$ cat config.mk
export PLATFORM = sky130hd
export DESIGN_NAME = turboSegmenter
export DESIGN_NICKNAME = d
export VERILOG_FILES = /design/src/rtl/turboSegPkg.sv /design/src/rtl/segCtrl.sv /design/src/rtl/segDatapath.sv /design/src/rtl/turboSegmenter.sv
export SDC_FILE = /design/constraint.sdc
export NUM_CORES = 1
export LEC_CHECK = 0
export BUFFER_PORTS_ARGS = -buffer_cell sky130_fd_sc_hd__buf_4
export CORE_ASPECT_RATIO = 0.7
export CORE_MARGIN = 8
export CORE_UTILIZATION = 50
export CTS_BUF_LIST = sky130_fd_sc_hd__clkbuf_4 sky130_fd_sc_hd__clkbuf_8
export DETAILED_ROUTE_END_ITERATION = 8
export GPL_TIMING_DRIVEN = 0
export PLACE_DENSITY = 0.7
export SYNTH_ARGS = -nofsm -noshare
export SYNTH_HDL_FRONTEND = slang
export SYNTH_SLANG_ARGS = --single-unit
$ cat constraint.sdc
create_clock -name clk -period 4.28 [get_ports clk]
set_input_delay 0.856 -clock clk [delete_from_list [all_inputs] [get_ports clk]]
set_output_delay 0.856 -clock clk [all_outputs]
set_load 0.01 [all_outputs]
$ cat src/rtl/turboSegPkg.sv
`timescale 1ns/1ps
package turboSegPkg;
  typedef struct packed {
    logic loadFrame;
    logic runFrame;
  } segStrobes_t;
endpackage

$ cat src/rtl/segCtrl.sv
`timescale 1ns/1ps
module segCtrl
  import turboSegPkg::*;
(
  input  logic        clk,
  input  logic        rstN,
  input  logic        lenValid,
  input  logic        lenNonZero,
  input  logic        descDone,
  input  logic        bitsDone,
  output logic        lenReady,
  output logic        lenError,
  output segStrobes_t strobes
);
  typedef enum logic {SEG_IDLE, SEG_RUN} segState_t;
  segState_t state;

  always_comb begin
    lenReady          = (state == SEG_IDLE);
    strobes.loadFrame = lenReady && lenValid && lenNonZero;
    strobes.runFrame  = (state == SEG_RUN);
  end

  always_ff @(posedge clk) begin
    if (!rstN) begin
      state    <= SEG_IDLE;
      lenError <= 1'b0;
    end else begin
      lenError <= lenReady && lenValid && !lenNonZero;
      case (state)
        SEG_IDLE: if (strobes.loadFrame) state <= SEG_RUN;
        SEG_RUN:  if (descDone && bitsDone) state <= SEG_IDLE;
        default:  state <= SEG_IDLE;
      endcase
    end
  end
endmodule

$ cat src/rtl/segDatapath.sv
`timescale 1ns/1ps
module segDatapath
  import turboSegPkg::*;
#(
  parameter int LEN_W         = 16,
  parameter int SMALL_BITS    = 512,
  parameter int BIG_PER_SMALL = 4,
  localparam int SMALL_LOG    = $clog2(SMALL_BITS),
  localparam int BIG_BITS     = SMALL_BITS * BIG_PER_SMALL,
  localparam int SIZE_W       = $clog2(BIG_BITS + 1),
  localparam int PAD_W        = SMALL_LOG
)(
  input  logic              clk,
  input  logic              rstN,
  input  segStrobes_t       strobes,
  input  logic [LEN_W-1:0]  lenBits,
  input  logic              descReady,
  input  logic              bitInValid,
  input  logic              bitInData,
  input  logic              bitOutReady,
  output logic              descValid,
  output logic [SIZE_W-1:0] descBlockBits,
  output logic [PAD_W-1:0]  descPadBits,
  output logic              descLast,
  output logic              descTail,
  output logic              bitInReady,
  output logic              bitOutValid,
  output logic              bitOutData,
  output logic              descDone,
  output logic              bitsDone
);
  localparam int CNT_W       = LEN_W + 1;
  localparam int SMALL_CNT_W = $clog2(BIG_PER_SMALL + 1);

  logic [CNT_W-1:0]       unitsNew, unitsLess, totalNew, bigNew;
  logic [SMALL_CNT_W-1:0] smallNew;
  logic [PAD_W-1:0]       padNew;

  logic [LEN_W-1:0]       payLen;
  logic [CNT_W-1:0]       totalBits, bitIdx, bigLeft;
  logic [SMALL_CNT_W-1:0] smallLeft;
  logic [PAD_W-1:0]       padReg;
  logic                   inPayload, bitsActive, descFire, bitFire;

  // Frame plan, evaluated on the length presented at load time
  always_comb begin
    unitsNew  = (CNT_W'(lenBits) + CNT_W'(SMALL_BITS - 1)) >> SMALL_LOG;
    unitsLess = unitsNew - CNT_W'(1);
    totalNew  = unitsNew << SMALL_LOG;
    padNew    = PAD_W'(totalNew - CNT_W'(lenBits));
  end

  generate
    if ((BIG_PER_SMALL & (BIG_PER_SMALL - 1)) == 0) begin : g_pow2Split
      localparam int BIG_LOG = $clog2(BIG_PER_SMALL);
      always_comb begin
        smallNew = SMALL_CNT_W'(unitsLess & CNT_W'(BIG_PER_SMALL - 1)) + SMALL_CNT_W'(1);
        bigNew   = (unitsNew - CNT_W'(smallNew)) >> BIG_LOG;
      end
    end else begin : g_divSplit
      always_comb begin
        smallNew = SMALL_CNT_W'(unitsLess % CNT_W'(BIG_PER_SMALL)) + SMALL_CNT_W'(1);
        bigNew   = (unitsNew - CNT_W'(smallNew)) / CNT_W'(BIG_PER_SMALL);
      end
    end
  endgenerate

  // Descriptor view of the remaining plan
  always_comb begin
    descDone      = (bigLeft == '0) && (smallLeft == '0);
    descValid     = strobes.runFrame && !descDone;
    descTail      = (bigLeft == '0);
    descBlockBits = descTail ? SIZE_W'(SMALL_BITS) : SIZE_W'(BIG_BITS);
    descLast      = descTail && (smallLeft == SMALL_CNT_W'(1));
    descPadBits   = descLast ? padReg : '0;
    descFire      = descValid && descReady;
  end

  // Bit stream: payload pass-through, then zero padding
  always_comb begin
    bitsDone    = (bitIdx == totalBits);
    bitsActive  = strobes.runFrame && !bitsDone;
    inPayload   = bitIdx < CNT_W'(payLen);
    bitOutValid = bitsActive && (inPayload ? bitInValid : 1'b1);
    bitOutData  = inPayload ? bitInData : 1'b0;
    bitInReady  = bitsActive && inPayload && bitOutReady;
    bitFire     = bitOutValid && bitOutReady;
  end

  always_ff @(posedge clk) begin
    if (!rstN) begin
      payLen    <= '0;
      totalBits <= '0;
      bitIdx    <= '0;
      bigLeft   <= '0;
      smallLeft <= '0;
      padReg    <= '0;
    end else if (strobes.loadFrame) begin
      payLen    <= lenBits;
      totalBits <= totalNew;
      bitIdx    <= '0;
      bigLeft   <= bigNew;
      smallLeft <= smallNew;
      padReg    <= padNew;
    end else begin
      if (descFire) begin
        if (bigLeft != '0) bigLeft <= bigLeft - CNT_W'(1);
        else               smallLeft <= smallLeft - SMALL_CNT_W'(1);
      end
      if (bitFire) bitIdx <= bitIdx + CNT_W'(1);
    end
  end
endmodule

$ cat src/rtl/turboSegmenter.sv
`timescale 1ns/1ps
module turboSegmenter
  import turboSegPkg::*;
#(
  parameter int LEN_W         = 16,
  parameter int SMALL_BITS    = 512,
  parameter int BIG_PER_SMALL = 4,
  localparam int SMALL_LOG    = $clog2(SMALL_BITS),
  localparam int BIG_BITS     = SMALL_BITS * BIG_PER_SMALL,
  localparam int SIZE_W       = $clog2(BIG_BITS + 1),
  localparam int PAD_W        = SMALL_LOG
)(
  input  logic              clk,
  input  logic              rstN,
  input  logic              lenValid,
  input  logic [LEN_W-1:0]  lenBits,
  output logic              lenReady,
  output logic              lenError,
  output logic              descValid,
  input  logic              descReady,
  output logic [SIZE_W-1:0] descBlockBits,
  output logic [PAD_W-1:0]  descPadBits,
  output logic              descLast,
  output logic              descTail,
  input  logic              bitInValid,
  input  logic              bitInData,
  output logic              bitInReady,
  output logic              bitOutValid,
  output logic              bitOutData,
  input  logic              bitOutReady
);
  segStrobes_t strobes;
  logic        descDone, bitsDone;

  segCtrl ctrl_i (
    .clk        (clk),
    .rstN       (rstN),
    .lenValid   (lenValid),
    .lenNonZero (|lenBits),
    .descDone   (descDone),
    .bitsDone   (bitsDone),
    .lenReady   (lenReady),
    .lenError   (lenError),
    .strobes    (strobes)
  );

  segDatapath #(
    .LEN_W         (LEN_W),
    .SMALL_BITS    (SMALL_BITS),
    .BIG_PER_SMALL (BIG_PER_SMALL)
  ) data_i (
    .clk           (clk),
    .rstN          (rstN),
    .strobes       (strobes),
    .lenBits       (lenBits),
    .descReady     (descReady),
    .bitInValid    (bitInValid),
    .bitInData     (bitInData),
    .bitOutReady   (bitOutReady),
    .descValid     (descValid),
    .descBlockBits (descBlockBits),
    .descPadBits   (descPadBits),
    .descLast      (descLast),
    .descTail      (descTail),
    .bitInReady    (bitInReady),
    .bitOutValid   (bitOutValid),
    .bitOutData    (bitOutData),
    .descDone      (descDone),
    .bitsDone      (bitsDone)
  );
endmodule

======== Yosys cells after proc, flatten, opt, wreduce, memory -nomap -nowiden ========
Cells that the tools add are included.
word-level totals
  memories kept ........................... 0
  latch bits .............................. 0
  word-level logic and storage cells ...... 62
  input bits .............................. 23
  bits in writable memories ............... 0
  output and inout bits ................... 29
  bits in read-only memories .............. 0
  register bits ........................... 72
cells by class
  equality and inequality tests ........... 3
  order comparisons ....................... 1
  reductions and logical operators ........ 26
  divide/modulo/power cells ............... 0
  bitwise operators ....................... 2
  mux-type cells .......................... 13
  $add $sub $neg .......................... 8
  shifts and indexed selects .............. 0
  multipliers ............................. 0
operators with widths
  kind                                                                   number
  15-bit 2-to-1 mux                                                      3
  16-bit by 9-bit adder with 17-bit output (second input constant)       1
  17-bit by 1-bit adder with 17-bit output (second input constant)       1
  17-bit == test                                                         1
  17-bit logical NOT                                                     1
  17-bit by 16-bit < comparator with 1-bit output                        1
  17-bit nonzero test                                                    1
  17-bit by 1-bit subtractor with 17-bit output (second input constant)  1
  16-bit OR reduction                                                    1
  1-bit logical AND                                                      13
  12-bit 2-to-1 mux                                                      1
  3-bit 2-to-1 mux                                                       3
  9-bit 2-to-1 mux                                                       1
  1-bit by 9-bit subtractor with 9-bit output (first input constant)     1
  8-bit by 3-bit subtractor with 9-bit output                            1
  2-bit AND reduction                                                    3
  1-bit 2-to-1 mux                                                       4
  2-bit nonzero test                                                     2
  2-bit by 1-bit adder with 3-bit output (second input constant)         1
  3-bit by 1-bit == test with 1-bit output (second input constant)       1
  1-bit logical NOT                                                      3
  3-bit logical NOT                                                      1
  3-bit by 1-bit subtractor with 3-bit output (second input constant)    1
  2-bit != test (second input constant)                                  1
  other kinds (4)                                                        5

======== Logic depth before layout (Yosys ltp) ========
Gate-level depths: netlist (run 1).
  depth in word-level cells ............... 7
  mapped depth ............................ 14
  depth with buffers taken out ............ 12

======== Cells and area by module ========
Synthesis (run 1) repeated with hierarchy kept, for this count alone.
unflattened totals
  cells, all modules ...................... 544
  area, all modules ....................... 4454.3 µm²
by module, submodules not included
  module          area each (µm²)  instances  sequential area each (µm²)  cells an instance
  segDatapath     4332.9           1          1381.3                      530
  segCtrl         90.1             1          40.0                        9
  turboSegmenter  31.3             1          0.0                         5

======== Worst setup path before layout (run 1) ========
OpenSTA, ideal clock, no wires.
  kind .................................... input to register
  start point ............................. input port lenBits[2]
  end point ............................... register data_i.bigLeft[13]
  setup time .............................. 0.061 ns
  stages on the path ...................... 12
  buffers on the path ..................... 2
  data arrival time ....................... 3.373 ns
  slack ................................... 0.846 ns
  data required time ...................... 4.219 ns
  path through ............................ or3_4 > or3_1 > buf_2 > xor2_1 > o21a_1 > ha_1 > nor2_1 > nand3_2 > or3_1 > buf_4 > a21oi_1 > o221a_1
between the ends
  cells in the longest elaborated chain, start to end .. 5
  elaborated cells on any way between the ends .. 10
  those cells by class .................... add/sub (4); mux (1); reduce/logical (5)
ends and longest elaborated chain
  what                                         RTL line              source
  start: declaration                           turboSegmenter.sv:16  input logic [LEN_W-1:0] lenBits,
  16-bit by 9-bit adder with 17-bit output     segDatapath.sv:47     unitsNew = (CNT_W'(lenBits) + CNT_W'(SMALL_BITS - 1)) >> SMALL_LOG;
  2-bit by 1-bit subtractor with 2-bit output  segDatapath.sv:48     unitsLess = unitsNew - CNT_W'(1);
  2-bit by 1-bit adder with 3-bit output       segDatapath.sv:57     smallNew = SMALL_CNT_W'(unitsLess & CNT_W'(BIG_PER_SMALL - 1)) + SMALL_CNT_W'(1);
  8-bit by 3-bit subtractor with 9-bit output  segDatapath.sv:58     bigNew = (unitsNew - CNT_W'(smallNew)) >> BIG_LOG;
  15-bit 2-to-1 mux                            segDatapath.sv:98     end else if (strobes.loadFrame) begin
  end signal: assignment                       segDatapath.sv:102    bigLeft <= bigNew;
  end signal: assignment                       segDatapath.sv:107    if (bigLeft != '0) bigLeft <= bigLeft - CNT_W'(1);
  end: declaration                             segDatapath.sv:40     logic [CNT_W-1:0] totalBits, bitIdx, bigLeft;
Parallel ways exist; a longest one is shown, timed or not.
A chain may end at the register's enable or synchronous reset.

======== Final worst setup path (run 1) ========
  start point ............................. register data_i.bigLeft[0]
  end point ............................... output port descPadBits[4]
between the ends
  cells in the longest elaborated chain, start to end .. 3
ends and longest elaborated chain
  what                RTL line              source
  17-bit logical NOT  segDatapath.sv:72     descTail = (bigLeft == '0);
  1-bit logical AND   segDatapath.sv:74     descLast = descTail && (smallLeft == SMALL_CNT_W'(1));
  9-bit 2-to-1 mux    segDatapath.sv:75     descPadBits = descLast ? padReg : '0;
  end: declaration    turboSegmenter.sv:22  output logic [PAD_W-1:0] descPadBits,
No other way between the ends.

==> results.md, run 1 <==
* Setup Crit Path Kind: flip-flop to output pin
* Fin crit share at 96.2%
* Average size of a mapped cell at 7.78 sq um
* TritonRoute pass-1 iters at 5
* Synth Warn # at 0
* Worst Path Max Fanout at 10
* Die Y-Extent at 94.9 um
* Max Cap Violations at 0
* Total track usage at 20.5%
* Slowest stage delay, CP at 0.51 ns
* CTS Hold Bufs at 0
* WL/cell at 16.1 um
* Clock Pin Slew Worst Setup and Hold Paths at 0.07 ns
* Placement Setup Slack at 0.285 ns
* CTS Buffer Depth at 2
* Post-Synth Simple-Gate Area at 29.1%
* Leakage power at 2.06 nW
* Layout cell share with drive strength beyond 1 at ~14%
* DIE WIDTH at 129 um
* Detailed Route WL at ~12000 um
* Initial antenna violation count at 0
* TritonCTS Buffers at 9
* FF+latch count, synth at 71
* Max Clk Rate at 243 MHz
* Crit-path cells: inv_1 > ha_1 > or3b_2 > nor3_2 > and2_1 > nand3_1 > or4_1 > inv_1 > and3_1 > buf_4 > and2_1 > buf_4
* Mapped cell area at 0.00444 sq mm
* Compound-Gate Fraction of Synth Area at roughly 16%
* Mux share of post-synthesis cell area at 1.58%
* Via density per instance at 5.75
* DR iter-0 viols at 356
* EDFF count, synth at 0
* Number of routed nets with antenna violations at 0
* Main combinational cell family by area after synthesis: simple AND/OR/NAND/NOR gates
* Final WS setup at between 0.15 and 0.2 ns
* GR Overflow Total at 0
* Dpl cells at 740
* Core area at 0.00855 sq mm
* Clock Latency Late Sink at 0.36 ns
* Synth Area in Adders at 6.93%
* Pwr Density at 356 mW/mm^2
* Effective utilization at floorplan at 52.0%
* Fin Hold WS at 0.445 ns
* Ant diodes at 0
* Buffers on Ports at 40
* Slew HR at 42.4%
* Post-synthesis sequential area ratio at 32.0%
* Asr flop ratio synth at 0%
* Distinct cells, synth at 58
* DRC viols at 0
* Clock sinks at 71
* Max IR drop VDD at 0.000260 V
* # H-tree levels at 3
* Vias in the first global route at 4121
* RePlAce Congestion at 0.917
* Area after DPL at 0.00493 sq mm
* Worst EP arrival at 3.26 ns
* # IOs at 52
* Die area at approximately 0.012 sq mm
* Worst-margin pin slew at 0.857 ns
* Max Slew Vio Count at 0
* Top FF cell, synth: dfxtp_1
* Largest net degree at the start of global routing at 12
* Setup TNS at 0 ns
* Layout Utilization at 59.9%
* Clock skew at 0.00482 ns
* Layout Area Growth over Synthesis at 15.4%
* Startpoint types: flip-flop
* Endpoint class of the critical path: output pin
* RSZ-0062 raised after global routing: no
* Final Non-Filler Cells at 756
* Root Buffer: clkbuf_8
* TritonCTS clock tree: built
* Type of the most critical hold path: flip-flop to flip-flop
* Row count at 28
* Hold Vio Cnt, Final at 0
* Slowest stage cell, crit path: or3b_2
* CP required at 3.42 ns
* Setup Viol. Count Final at 0
* Final Cell Area at ~0.0051 sq mm
* Hpwl dp at 9340 um
* Power after layout at 1.83 mW
* Vias post-DR at about 4300
* Status: finished, final reports clean
* Postcts setup bufs at 0
* Global-route wire length before repair at about 20000 um
* Post-Synth XOR/XNOR Area at under 10%
* Cell count after synthesis at 571
* Fin crit period at 4.12 ns
* Nets at between 600 and 700
-- per-layer routing --
metal | routed length (um) | global-route usage (%) | vias up | part of all wire (%)
li1 | - | - | 2109 | -
met1 | 5800 | 27.7 | 2032 | 48
met2 | 5090 | 31.1 | 188 | 42
met3 | 1070 | 5.51 | 20 | 8.8
met4 | 188 | 6.72 | 0 | 1.5
met5 | 0 | 0 | - | 0
-- kinds of logic (layout without fill, tap and decap cells) --
kind of cell | after synthesis | after routing
simple gates | 251 | 251
compound gates | 114 | 114
flops | 71 | 71
buf+inv | 70 | 126
xor+xnor | 32 | 32
fa+ha+maj | 24 | 24
mux | 7 | 7
other cells | 2 | 11
-- area by class of cell --
type | count | area (sq um)
plain buffers | 36 | 208
flip-flops and latches | 71 | 1420
clock buffers | 13 | 166
clock inverters | 3 | 17.5
inverters | 34 | 128
multi-input cells | 439 | 2730
repair buffers | 40 | 300
well taps | 120 | 150
fillers | 836 | 3420
-- Yosys cell counts, types with 13 or more instances --
library cell | n | area (sq um)
buf_4 | 13 | 97.6
clkbuf_1 | 14 | 52.6
dfxtp_1 | 71 | 1420
and3_1 | 14 | 87.6
ha_1 | 23 | 288
xnor2_1 | 24 | 210
or3_1 | 13 | 81.3
a21oi_1 | 54 | 270
nand2_1 | 79 | 297
nand3_1 | 23 | 115
nor2_1 | 34 | 128
and2_1 | 13 | 81.3
inv_1 | 33 | 124
nor3_1 | 22 | 110
-- final timing paths --
| kind | endpoint | slack, ns | cells past startpoint | start |
|---|---|---|---|---|
| worst max-delay path | descPadBits[4] | 0.16 | 12 | data_i.bigLeft[0]$_SDFFE_PN0P_ |
| worst min-delay path | data_i.padReg[8]$_SDFFE_PN0P_ | 0.45 | 2 | data_i.padReg[8]$_SDFFE_PN0P_ |
| worst max register to register | data_i.bitIdx[15]$_SDFFE_PP0P_ | 0.93 | 11 | data_i.bitIdx[0]$_SDFFE_PP0P_ |
| worst min register to register | data_i.padReg[8]$_SDFFE_PN0P_ | 0.45 | 2 | data_i.padReg[8]$_SDFFE_PN0P_ |
-- power breakdown --
group          leakage [nW]  total (mW)  internal (mW)  switching [mW]
registers             0.580       0.757          0.713          0.0441
clock network        0.0963       0.510          0.253           0.256
logic                  1.38       0.558          0.227           0.331
total                  2.06        1.83           1.19           0.632
-- registers in the layout, indices dropped and copies added (netlist names) --
signal            flops
data_i.totalBits      8
data_i.bigLeft       17
data_i.smallLeft      3
ctrl_i.lenError       1
data_i.payLen        15
data_i.bitIdx        17
data_i.padReg         9
ctrl_i.state          1
-- what timing repair did --
action,CTS,global route
endpoints found under the hold margin,0,0
pin swaps,0,1
resized for setup,1,2
setup endpoints to repair,1,1
-- cells in the final DEF (no fill, tap or decap), types with 22 or more instances in the layout --
master,n
a21oi_1,54
buf_4,53
dfxtp_1,70
ha_1,23
inv_1,33
nand2_1,79
nand3_1,23
nor2_1,34
nor3_1,22
xnor2_1,24
-- critical path: cells and delay by family, from the launching register on --
family	cells	cell delay, ns
flops	1	0.33
fa+ha+maj	1	0.16
buf+inv	4	0.51
simple gates	7	1.91
Note: power is estimated with default switching activity, not from simulation.
==> run 2: changes to the inputs <==
--- a/config.mk
+++ b/config.mk
@@ -6,13 +6,15 @@
 export NUM_CORES = 1
 export LEC_CHECK = 0
 export BUFFER_PORTS_ARGS = -buffer_cell sky130_fd_sc_hd__buf_4
+export CELL_PAD_IN_SITES_DETAIL_PLACEMENT = 1
+export CELL_PAD_IN_SITES_GLOBAL_PLACEMENT = 1
 export CORE_ASPECT_RATIO = 0.7
 export CORE_MARGIN = 8
-export CORE_UTILIZATION = 50
+export CORE_UTILIZATION = 45
 export CTS_BUF_LIST = sky130_fd_sc_hd__clkbuf_4 sky130_fd_sc_hd__clkbuf_8
 export DETAILED_ROUTE_END_ITERATION = 8
 export GPL_TIMING_DRIVEN = 0
-export PLACE_DENSITY = 0.7
+export PLACE_DENSITY = 0.83
 export SYNTH_ARGS = -nofsm -noshare
 export SYNTH_HDL_FRONTEND = slang
 export SYNTH_SLANG_ARGS = --single-unit
==> results.md, run 2 (same netlist as run 1, synthesis figures left out) <==
* WL/cell at 19.0 um (+18%)
* R2R Path End: data_i.bitIdx[3]$_SDFFE_PP0P_
* Min-delay src: data_i.padReg[6]$_SDFFE_PN0P_
* Layout Utilization at 53.4% (-6.5 points)
* Leading registers by flop count: data_i.bigLeft: 17 flops, data_i.bitIdx: 17 flops, data_i.payLen: 15 flops
* TritonRoute pass-1 iters at 4 (-1)
* Die Y-Extent at 99.1 um (+4.5%)
* Row count at 30 (+7.1%)
* Hpwl dp at 11200 um (+20%)
* RePlAce Congestion at 0.888 (-3.2%)
* Max Clk Rate at 245 MHz (+0.84%)
* Nets at 678 (unchanged)
* GR Overflow Total at 0 (unchanged)
* DIE WIDTH at 135 um (+4.7%)
* Worst EP arrival at 3.23 ns (-0.03 ns)
* TritonCTS Buffers at 9 (unchanged)
* Layout cell share with drive strength beyond 1 at 14.5% (+0.63 points)
* Fin crit share at 95.4% (-0.80 points)
* Status: finished, final reports clean
* Die area at 0.0134 sq mm (+9.4%)
* # IOs at 52 (unchanged)
* Total track usage at 22.4% (+1.8 points)
* Type of the most critical hold path: flip-flop to flip-flop
* CTS Buffer Depth at 2 (unchanged)
* Layout Area Growth over Synthesis at 16.0%
* Reg2Reg Depth at 11 (unchanged)
* Max IR drop VDD at 0.000172 V (-34%)
* Clock sinks at 71 (unchanged)
* Endpoint class of the critical path: output pin
* Setup Crit Path Kind: flip-flop to output pin
* Hold Vio Cnt, Final at 0 (unchanged)
* Clock skew at 0.00873 ns (+0.00391 ns)
* DR iter-0 viols at 216 (-39%)
* Detailed Route WL at 14500 um (+19%)
* Postcts setup bufs at 0 (unchanged)
* Number of routed nets with antenna violations at 0 (unchanged)
* Vias in the first global route at 4768 (+16%)
* R2R setup slack at 1.02 ns (+0.09 ns)
* Buffers on Ports at 40 (unchanged)
* Leakage power at 2.07 nW (+0.23%)
* DRC viols at 0 (unchanged)
* Clock Pin Slew Worst Setup and Hold Paths at 0.08 ns (about the same)
* Max Cap Violations at 0 (unchanged)
* Hold Path Sink: data_i.padReg[6]$_SDFFE_PN0P_
* TritonCTS clock tree: built
* Fin crit period at 4.08 ns (-0.0344 ns)
* Core area at 0.00965 sq mm (+13%)
* Worst Path Max Fanout at 10 (unchanged)
* RSZ-0062 raised after global routing: no
* Startpoint types: flip-flop
* Power after layout at 1.87 mW (+2.3%)
* Worst-margin pin slew at 0.906 ns (+0.0494 ns)
* Pwr Density at 363 mW/mm^2 (+1.8%)
* Via density per instance at 5.85 (+1.7%)
* Root Buffer: clkbuf_8
* Vias post-DR at 4469 (+2.8%)
* Ant diodes at 0 (unchanged)
* Worst reg2reg path startpoint: data_i.bitIdx[0]$_SDFFE_PP0P_
* # H-tree levels at 3 (unchanged)
* Setup TNS at 0 ns (unchanged)
* Max Slew Vio Count at 0 (unchanged)
* Most common cell after layout, fill and taps aside: nand2_1
* Effective utilization at floorplan at 46.0% (-5.9 points)
* WHS Path Cells at 2 (unchanged)
* Largest net degree at the start of global routing at 12 (unchanged)
* Clock Latency Late Sink at 0.37 ns (about the same)
* Slew HR at 39.1% (-3.3 points)
* Setup Viol. Count Final at 0 (unchanged)
* Fin Hold WS at 0.460 ns (+0.0143 ns)
* CP required at 3.42 ns (about the same)
* Initial antenna violation count at 0 (unchanged)
* Global-route wire length before repair at 23900 um (+20%)
* Most frequent cells in the layout: nand2_1, dfxtp_1, a21oi_1
[run 2: report_power, final]
group          internal (mW)  switching [mW]  leakage (nW)  total [mW]
Clock                  0.254           0.270        0.0963       0.524
Combinational          0.233           0.349          1.39       0.582
Sequential             0.713          0.0488         0.581       0.762
Total                   1.20           0.668          2.07        1.87
[run 2: routing by layer]
| layer | share of wire (%) | global-route usage (%) | vias up |
|---|---|---|---|
| li1 | - | - | 2113 |
| met1 | 45 | 27.8 | 2211 |
| met2 | 47 | 37.3 | 121 |
| met3 | 6.4 | 5.44 | 24 |
| met4 | 1.7 | 6.88 | 0 |
| met5 | 0 | 0 | - |
[run 2: what timing repair did]
item,in CTS,in global routing
setup endpoints to repair,1,11
resized for setup,1,7
hold buffers,0,0
[run 2: final cells by class]
class | instances | area, sq um
repair buffers | 40 | 300
multi-input cells | 439 | 2750
fillers | 1217 | 4490
flip-flops and latches | 71 | 1420
plain buffers | 36 | 208
well taps | 128 | 160
clock buffers | 13 | 166
clock inverters | 3 | 17.5
inverters | 34 | 128
[run 2: worst max-delay path by stage]
stage	from	depth (start not counted)	to
after detailed placement	lenBits[2]	12	data_i.bigLeft[6]$_SDFFE_PN0P_
final	data_i.bitIdx[5]$_SDFFE_PP0P_	10	bitOutValid
after CTS	data_i.bitIdx[8]$_SDFFE_PP0P_	10	bitOutValid
after floorplan	lenBits[2]	12	data_i.bigLeft[13]$_SDFFE_PN0P_
after global routing	data_i.payLen[6]$_SDFFE_PN0P_	11	bitOutValid
after global placement	lenBits[2]	12	data_i.bigLeft[6]$_SDFFE_PN0P_
[run 2: through the flow]
stage,setup WS (ns),instances,instance area [sq um]
6_report,0.196,764,5150
3_3_place_gp,0.275,748,4940
3_5_place_dp,0.223,748,4940
4_1_cts,0.0808,764,5120
2_1_floorplan,0.846,580,4480
5_1_grt,0.0237,764,5150
[run 2: critical path, stage by stage (launching register included)]
cell and delay, ns:
dfxtp_1 0.43, ha_1 0.27, and4_1 0.21, and3_1 0.18
a221oi_1 0.37, o21ai_1 0.20, a211oi_4 0.40, buf_2 0.31
buf_2 0.27, nor2_1 0.07, buf_4 0.15
